==> src/rtl/buf_mutex_pkg.sv <==
package buf_mutex_pkg;

  typedef enum logic [1:0] {
    ST_FILL     = 2'd0,
    ST_WAIT_ACK = 2'd1,
    ST_WAIT_REL = 2'd2,
    ST_RESUME   = 2'd3
  } hand_state_e;

  localparam int unsigned RD_W       = 3;
  localparam int unsigned RD_HOST_IX = 0;
  localparam int unsigned RD_CHIP_IX = 1;
  localparam int unsigned RD_ERR_IX  = 2;

endpackage

==> src/rtl/bm_reset_sync.sv <==
module bm_reset_sync #(
  parameter int unsigned STAGES = 2
) (
  input  logic clk_i,
  input  logic rst_ni,
  output logic rst_sync_no
);

  logic [STAGES-1:0] chain_q;

  always_ff @(posedge clk_i or negedge rst_ni) begin
    if (!rst_ni) chain_q <= '0;
    else         chain_q <= {chain_q[STAGES-2:0], 1'b1};
  end

  assign rst_sync_no = chain_q[STAGES-1];

endmodule

==> src/rtl/bm_bit_sync.sv <==
module bm_bit_sync #(
  parameter int unsigned STAGES = 2
) (
  input  logic clk_i,
  input  logic rst_ni,
  input  logic d_i,
  output logic q_o
);

  logic [STAGES-1:0] pipe_q;

  always_ff @(posedge clk_i or negedge rst_ni) begin
    if (!rst_ni) pipe_q <= '0;
    else         pipe_q <= {pipe_q[STAGES-2:0], d_i};
  end

  assign q_o = pipe_q[STAGES-1];

endmodule

==> src/rtl/bm_handoff_fsm.sv <==
module bm_handoff_fsm
  import buf_mutex_pkg::*;
(
  input  logic clk_i,
  input  logic rst_ni,
  input  logic fill_done_i,
  input  logic host_seen_i,
  output logic buf_en_o,
  output logic fpga_flag_o,
  output logic proto_err_o
);

  hand_state_e state_q, state_d;
  logic        seen_prev_q;
  logic        err_q, err_d;
  logic        host_rise;

  assign host_rise = host_seen_i & ~seen_prev_q;

  always_comb begin
    state_d = state_q;
    unique case (state_q)
      ST_FILL:     if (fill_done_i)  state_d = ST_WAIT_ACK;
      ST_WAIT_ACK: if (host_seen_i)  state_d = ST_WAIT_REL;
      ST_WAIT_REL: if (!host_seen_i) state_d = ST_RESUME;
      ST_RESUME:                     state_d = ST_FILL;
      default:                       state_d = ST_FILL;
    endcase
  end

  always_comb begin
    err_d = err_q;
    if (host_rise && (state_q != ST_WAIT_ACK)) err_d = 1'b1;
  end

  always_ff @(posedge clk_i or negedge rst_ni) begin
    if (!rst_ni) begin
      state_q     <= ST_FILL;
      seen_prev_q <= 1'b0;
      err_q       <= 1'b0;
    end else begin
      state_q     <= state_d;
      seen_prev_q <= host_seen_i;
      err_q       <= err_d;
    end
  end

  assign buf_en_o    = (state_q == ST_FILL);
  assign fpga_flag_o = (state_q == ST_WAIT_ACK);
  assign proto_err_o = err_q;

  assert_fill_done_raises_R2: assert property (@(posedge clk_i) disable iff (!rst_ni)
    (buf_en_o && fill_done_i) |=> (fpga_flag_o && !buf_en_o));

  assert_flag_held_R3: assert property (@(posedge clk_i) disable iff (!rst_ni)
    (fpga_flag_o && !host_seen_i) |=> fpga_flag_o);

  assert_release_no_capture_R6: assert property (@(posedge clk_i) disable iff (!rst_ni)
    (fpga_flag_o && host_seen_i) |=> (!fpga_flag_o && !buf_en_o));

  assert_err_sticky_R7: assert property (@(posedge clk_i) disable iff (!rst_ni)
    proto_err_o |=> proto_err_o);

  assert_err_no_move_R7: assert property (@(posedge clk_i) disable iff (!rst_ni)
    (buf_en_o && !fill_done_i && host_rise) |=> (buf_en_o && proto_err_o));

  assert_exclusive_R8: assert property (@(posedge clk_i) disable iff (!rst_ni)
    !(buf_en_o && fpga_flag_o));

endmodule

==> src/rtl/buf_handoff_mutex.sv <==
module buf_handoff_mutex
  import buf_mutex_pkg::*;
#(
  parameter int unsigned SYNC_STAGES  = 2,
  parameter int unsigned RESET_STAGES = 2
) (
  input  logic            clk_i,
  input  logic            rst_ni,
  input  logic            host_wr_i,
  input  logic            host_wr_flag_i,
  output logic [RD_W-1:0] host_rd_o,
  input  logic            fill_done_i,
  output logic            buf_en_o,
  output logic            fpga_flag_o,
  output logic            proto_err_o
);

  logic rst_n;
  logic host_flag_q, host_flag_d;
  logic host_seen;

  bm_reset_sync #(.STAGES(RESET_STAGES)) u_rst (
    .clk_i       (clk_i),
    .rst_ni      (rst_ni),
    .rst_sync_no (rst_n)
  );

  always_comb begin
    host_flag_d = host_flag_q;
    if (host_wr_i) host_flag_d = host_wr_flag_i;
  end

  always_ff @(posedge clk_i or negedge rst_n) begin
    if (!rst_n) host_flag_q <= 1'b0;
    else        host_flag_q <= host_flag_d;
  end

  bm_bit_sync #(.STAGES(SYNC_STAGES)) u_sync (
    .clk_i  (clk_i),
    .rst_ni (rst_n),
    .d_i    (host_flag_q),
    .q_o    (host_seen)
  );

  bm_handoff_fsm u_fsm (
    .clk_i       (clk_i),
    .rst_ni      (rst_n),
    .fill_done_i (fill_done_i),
    .host_seen_i (host_seen),
    .buf_en_o    (buf_en_o),
    .fpga_flag_o (fpga_flag_o),
    .proto_err_o (proto_err_o)
  );

  always_comb begin
    host_rd_o             = '0;
    host_rd_o[RD_HOST_IX] = host_flag_q;
    host_rd_o[RD_CHIP_IX] = fpga_flag_o;
    host_rd_o[RD_ERR_IX]  = proto_err_o;
  end

  assert_host_write_R4: assert property (@(posedge clk_i) disable iff (!rst_n)
    host_wr_i |=> (host_rd_o[RD_HOST_IX] == $past(host_wr_flag_i)));

endmodule

==> config.mk <==
export PLATFORM = sky130hd
export DESIGN_NAME = buf_handoff_mutex
export DESIGN_NICKNAME = d
export VERILOG_FILES = /design/src/rtl/buf_mutex_pkg.sv /design/src/rtl/bm_reset_sync.sv /design/src/rtl/bm_bit_sync.sv /design/src/rtl/bm_handoff_fsm.sv /design/src/rtl/buf_handoff_mutex.sv
export SDC_FILE = /design/constraint.sdc
export NUM_CORES = 1
export LEC_CHECK = 0
export BUFFER_PORTS_ARGS = -buffer_cell sky130_fd_sc_hd__buf_4
export CAP_MARGIN = 20
export CORE_AREA = 2 2 39 41
export DETAILED_ROUTE_END_ITERATION = 8
export DIE_AREA = 0 0 41 43
export PLACE_DENSITY = 0.57
export SLEW_MARGIN = 15
export SYNTH_ARGS = -nofsm -noshare
export SYNTH_HDL_FRONTEND = slang
export SYNTH_HIERARCHICAL = 1
export SYNTH_SLANG_ARGS = --single-unit
==> constraint.sdc <==
create_clock -name clk_i -period 0.86 [get_ports clk_i]
set_input_delay 0.129 -clock clk_i [delete_from_list [all_inputs] [get_ports clk_i]]
set_output_delay 0.129 -clock clk_i [all_outputs]
set_load 0.005 [all_outputs]
**Yosys cells after proc, flatten, opt, wreduce, memory -nomap -nowiden**

Cells that the tools add are included.

- Word-level logic and storage cells: 22
- Input bits: 5
- Bits in registers: 9
- Output and inout port bits: 6

- Eq/ne operators: 7
- Reductions and logical operators: 3
- Bitwise operators: 2
- Mux-type cells: 4

Operators by type and width:

| cell | count |
|---|---|
| one-hot mux 2 bit (4 select lines) | 1 |
| 2-to-1 mux 2 bit | 3 |
| equality test 2 bit, second input constant | 2 |
| != test 2 x 1 -> 1 bit, second input constant | 2 |
| != test 2 bit, second input constant | 2 |
| AND reduction 3 bit | 1 |
| equality test 2 x 1 -> 1 bit, second input constant | 1 |
| zero test 2 bit | 1 |
| AND 1 bit | 1 |
| logical AND 1 bit | 1 |
| inverter 1 bit | 1 |

**Logic depth before layout (Yosys ltp)**

- Depth after elaboration: 3
- Depth in mapped cells: 5
- Gate-level depth less buffers: 5

**By module**

Netlist, hierarchy kept.

By module, submodules not included:

| module | sequential area each (um^2) | area each (um^2) | cells an instance | times used |
|---|---|---|---|---|
| bm_handoff_fsm | 100.1 | 234.0 | 18 | 1 |
| buf_handoff_mutex | 25.0 | 62.6 | 5 | 1 |
| bm_reset_sync | 50.0 | 53.8 | 3 | 1 |
| bm_bit_sync | 50.0 | 50.0 | 2 | 1 |

**Least setup slack after synthesis**

OpenSTA, ideal clock, no wires.

- Path kind: reg2reg
- Start point: register u_fsm.state_q[0]
- End point: register u_fsm.state_q[1]
- Stages on the path, launching flop included: 6
- Data required time: 732 ps
- Arrival time: 1299 ps
- Clock period less this slack: 1426 ps
- Path buffers: 0
- Library setup time: 128 ps
- Slack: -566 ps
- Path through: dfrtp_1 -> inv_1 -> ha_1 -> nor2b_4 -> a211oi_2 -> mux2_1

- Cells in the longest elaborated chain, start to end: 3
- Elaborated cells on any way between the ends: 9
- Classes of those cells: 6 x eq/ne; 1 x mux; 2 x reduce/logical

RTL lines:

| element | RTL line | source |
|---|---|---|
| start, declared | bm_handoff_fsm.sv:13 | `hand_state_e state_q, state_d;` |
| start signal, assigned | bm_handoff_fsm.sv:42 | `state_q <= state_d;` |
| zero test 2 bit * | - |  |
| via buf_en_o | buf_handoff_mutex.sv:13 | `output logic buf_en_o,` |
| != test 2 bit (no source line) | - |  |
| AND reduction 3 bit (no source line) | - |  |

The timed path passes the listed nets; every way through them passes the cells marked *.
A chain may end at the register's enable or synchronous reset.

**Worst setup path in the final report**

- Start point: register u_fsm.state_q[0]
- End point: register u_fsm.state_q[1]

- Cells in the longest elaborated chain, start to end: 3
- Elaborated cells on any way between the ends: 9
- Classes of those cells: 6 x eq/ne; 1 x mux; 2 x reduce/logical

RTL lines:

| element | RTL line | source |
|---|---|---|
| equality test 2 bit (tied with other cells) | bm_handoff_fsm.sv:22 | `unique case (state_q)` |
| != test 2 bit (no source line) or != test 2 x 1 -> 1 bit (tied branches) | - |  |
| AND reduction 3 bit (no source line) | - |  |

Parallel ways exist; a longest one is shown, timed or not.

==> metrics.md <==
| Metric | Value |
|---|---|
| Remaining DRCs | `0` |
| Largest net degree at the start of global routing | `8` |
| Max cap viols | `0` |
| Area share of fa/ha/maj cells after synthesis | `12.5%` |
| Initial Util | `28.9%` |
| Crit path time final | `1.48 ns` |
| RSZ-0062 raised after global routing | `true` |
| WL final | `649 microns` |
| CP Data Arrival Time | `1.62 ns` |
| CP Capture Type | `register` |
| H-tree depth | `1` |
| IR Drop Worst-Case VDD | `0.894 mV` |
| Buffers plus inverters on the worst setup path | `1` |
| Lkg Pwr | `0.313 nW` |
| Slowest cell delay on critical path | `0.43 ns` |
| Post-Synth Simple-Gate Area | `10.6%` |
| CP Max Fanout | `3` |
| CTS Buf Count | `3` |
| Clk_skew | `0.00329 ns` |
| Int Power | `1.43 mW` |
| Syn nets | `37` |
| Failing checks | `negative setup slack` |
| Status | `complete, but fails checks` |
| Synth unique cells | `14` |
| Worst-path clk slew | `0.06 ns` |
| Dominant cells by area after synthesis | `dfrtp_1, ha_1, buf_4` |
| Compound-cell area share of the yosys netlist | `5.63%` |
| Nets | `60` |
| Total grt overflow | `0` |
| Largest area contributor in the synthesized netlist | `dfrtp_1` |
| First-pass GRT wire length | `1170 microns` |
| Number of cell rows | `14` |
| Sw Share | `29.5%` |
| Combinational power share | `56.1%` |
| Via count | `265` |
| Gpl congestion | `0.550` |
| Vias per inst | `4.02` |
| Fraction of synthesized area in multiplexers | `6.56%` |
| Clock Power Share | `15.4%` |
| DIE AREA | `1760 sq um` |
| CP max-delay cell | `dfrtp_1` |
| Critical path's top delay family | `flip-flops` |
| Worst skew pair latency | `0.25 ns` |
| CTS tree | `built` |
| Final Cycle Share | `172%` |
| Root buf cell | `clkbuf_4` |
| Initial DRT Pass Iterations | `1` |
| Flop pwr share | `28.4%` |
| Max Slew Vio Count | `0` |
| Hpwl dp | `505 microns` |
| Hold Fails Final Rpt | `0` |
| Initial DRC count | `0` |
| Worst EP required | `1.00 ns` |
| CP cell instances | `inv_2 > ha_4 > nor2b_4 > a211oi_2 > mux2_4` |
| Sink Count | `9` |
| CP startpoint kind | `register` |
| Initial antenna violation count | `0` |
| Area Overhead vs Synth | `65.6%` |
| Share of post-route cells with drive strength above 1 | `72.0%` |
| Fill cells | `126` |
| Die Wd | `41 microns` |
| Synth top area share | `56.3%` |
| Largest family of logic cells by synthesized area | `adder cells` |
| Antenna-violating nets left | `0` |
| I/O Pins | `11` |
| Clock buffer depth | `2` |
| Vias in the first global route | `265` |
| F_max | `0.675 GHz` |
| Die Height | `43 microns` |
| Setup ws final | `-0.622 ns` |
| Wirelength per Cell | `9.83 microns` |
| PortBufs | `10` |
| Sw power | `0.598 mW` |
| Pre-CTS WS | `-0.605 ns` |
| Core ar. | `1380 sq um` |
| Critical path class | `register to register` |
| Mapped Cells | `28` |
| Average size of a mapped cell | `14.3 sq um` |
| PwrDens | `3050 nW/um^2` |
| Synth Cell Area | `400 sq um` |
| Worst Hold Slack | `0.103 ns` |
| HP Class | `input port to register` |
| Synth Register Bits | `9` |
| Ys Warns | `6` |
| Xor and xnor fraction of the mapped netlist area | `0%` |
| Sequential area share after synthesis | `56.3%` |
| GRT Util Overall | `10.6%` |
| N_diodes | `0` |
| Core Util, Final | `47.9%` |
| Final setup violation count | `10` |
-- power by group through the flow --
stage	combinational [mW]	sequential [mW]	clock, mW
after CTS	0.969	0.573	0.329
final	1.14	0.575	0.313
after global placement	0.669	0.577	0
after detailed placement	0.741	0.589	0
after global routing	1.24	0.582	0.379
after floorplan	0.456	0.572	0
-- cells in the mapped netlist --
cell,n
dfrtp_1,9
ha_1,4
buf_4,3
inv_1,2
a211oi_2,1
conb_1,1
mux2_1,1
mux2_4,1
nor2b_2,1
nor2b_4,1
nor3b_1,1
o32a_1,1
or2_0,1
or2_2,1
-- routing by layer --
| layer | GRT usage, % | wire length [microns] | vias up |
|---|---|---|---|
| li1 | - | - | 130 |
| met1 | 13.2 | 257 | 127 |
| met2 | 14.7 | 359 | 8 |
| met3 | 3.14 | 32 | 0 |
| met4 | 8.00 | 0 | 0 |
| met5 | 0 | 0 | - |
-- area by class of cell --
class | count | area [sq um] | area share (%)
flip-flops and latches | 9 | 225 | 34.0
inverters | 2 | 7.51 | 1.13
well taps | 16 | 20.0 | 3.02
clock inverters | 1 | 5.00 | 0.755
clock buffers | 3 | 22.5 | 3.40
repair buffers | 21 | 194 | 29.2
multi-input cells | 14 | 189 | 28.5
-- flip-flops by register name, summed over array words and instances, names as in the netlist --
| name | cells |
|---|---|
| u_fsm/state_q | 2 |
| u_sync/pipe_q | 2 |
| host_flag_q | 1 |
| u_rst/chain_q | 2 |
| u_fsm/proto_err_o | 1 |
| u_fsm/seen_prev_q | 1 |
-- final timing paths --
path,endpoint,from,slack (ns),depth (start not counted)
setup / recovery,u_fsm/state_q[1],u_fsm/state_q[0],-0.62,5
hold / removal,host_flag_q,host_wr_flag_i,0.10,2
max in group asynchronous,u_fsm/state_q[1],u_rst/chain_q[1],0.54,0
setup reg to reg,u_fsm/state_q[1],u_fsm/state_q[0],-0.62,5
min in group asynchronous,u_fsm/seen_prev_q,u_rst/chain_q[1],0.11,0
hold reg to reg,u_fsm/seen_prev_q,u_rst/chain_q[1],0.11,0
-- cell families after synthesis --
family          after synthesis
fa+ha+maj                     4
flops                         9
mux                           2
simple gates                  5
buf+inv                       5
other cells                   1
compound gates                2
-- worst reg2reg max path: cells and delay by family (launching register included) --
kind | cells | cell delay [ns]
adder cells (fa/ha/maj) | 1 | 0.16
multiplexers | 1 | 0.32
AND/OR/NAND/NOR | 1 | 0.12
buffers and inverters | 1 | 0.09
AO/OA/AOI/OAI | 1 | 0.25
flip-flops | 1 | 0.43
-- stage by stage --
| step | power [mW] | area [sq um] | cells | TNS, ns |
|---|---|---|---|---|
| after detailed placement | 1.33 | 523 | 55 | -1.89 |
| final | 2.02 | 663 | 66 | -2.89 |
| after CTS | 1.87 | 628 | 63 | -2.81 |
| after floorplan | 1.03 | 420 | 28 | -1.08 |
| after global placement | 1.25 | 523 | 55 | -1.56 |
| after global routing | 2.20 | 663 | 66 | -3.40 |
-- layout by cell type (no fill, tap or decap) --
cell / n
conb_1: 1
dfrtp_1: 9
nor3b_2: 1
buf_6: 9
ha_4: 2
or2_1: 1
clkbuf_4: 3
o32a_1: 1
mux2_4: 2
nor2b_4: 2
clkinv_2: 1
dlygate4sd3_1: 1
a211oi_2: 1
ha_1: 1
buf_4: 11
or2_4: 1
inv_2: 2
ha_2: 1
-- what timing repair did --
item,in CTS,in global routing
endpoints found under the hold margin,2,0
hold buffers,1,0
setup endpoints to repair,9,10
buffers inserted,4,4
pin swaps,0,2
gates cloned,0,0
resized for setup,11,5
No activity file was read; power rests on OpenSTA's default activity.
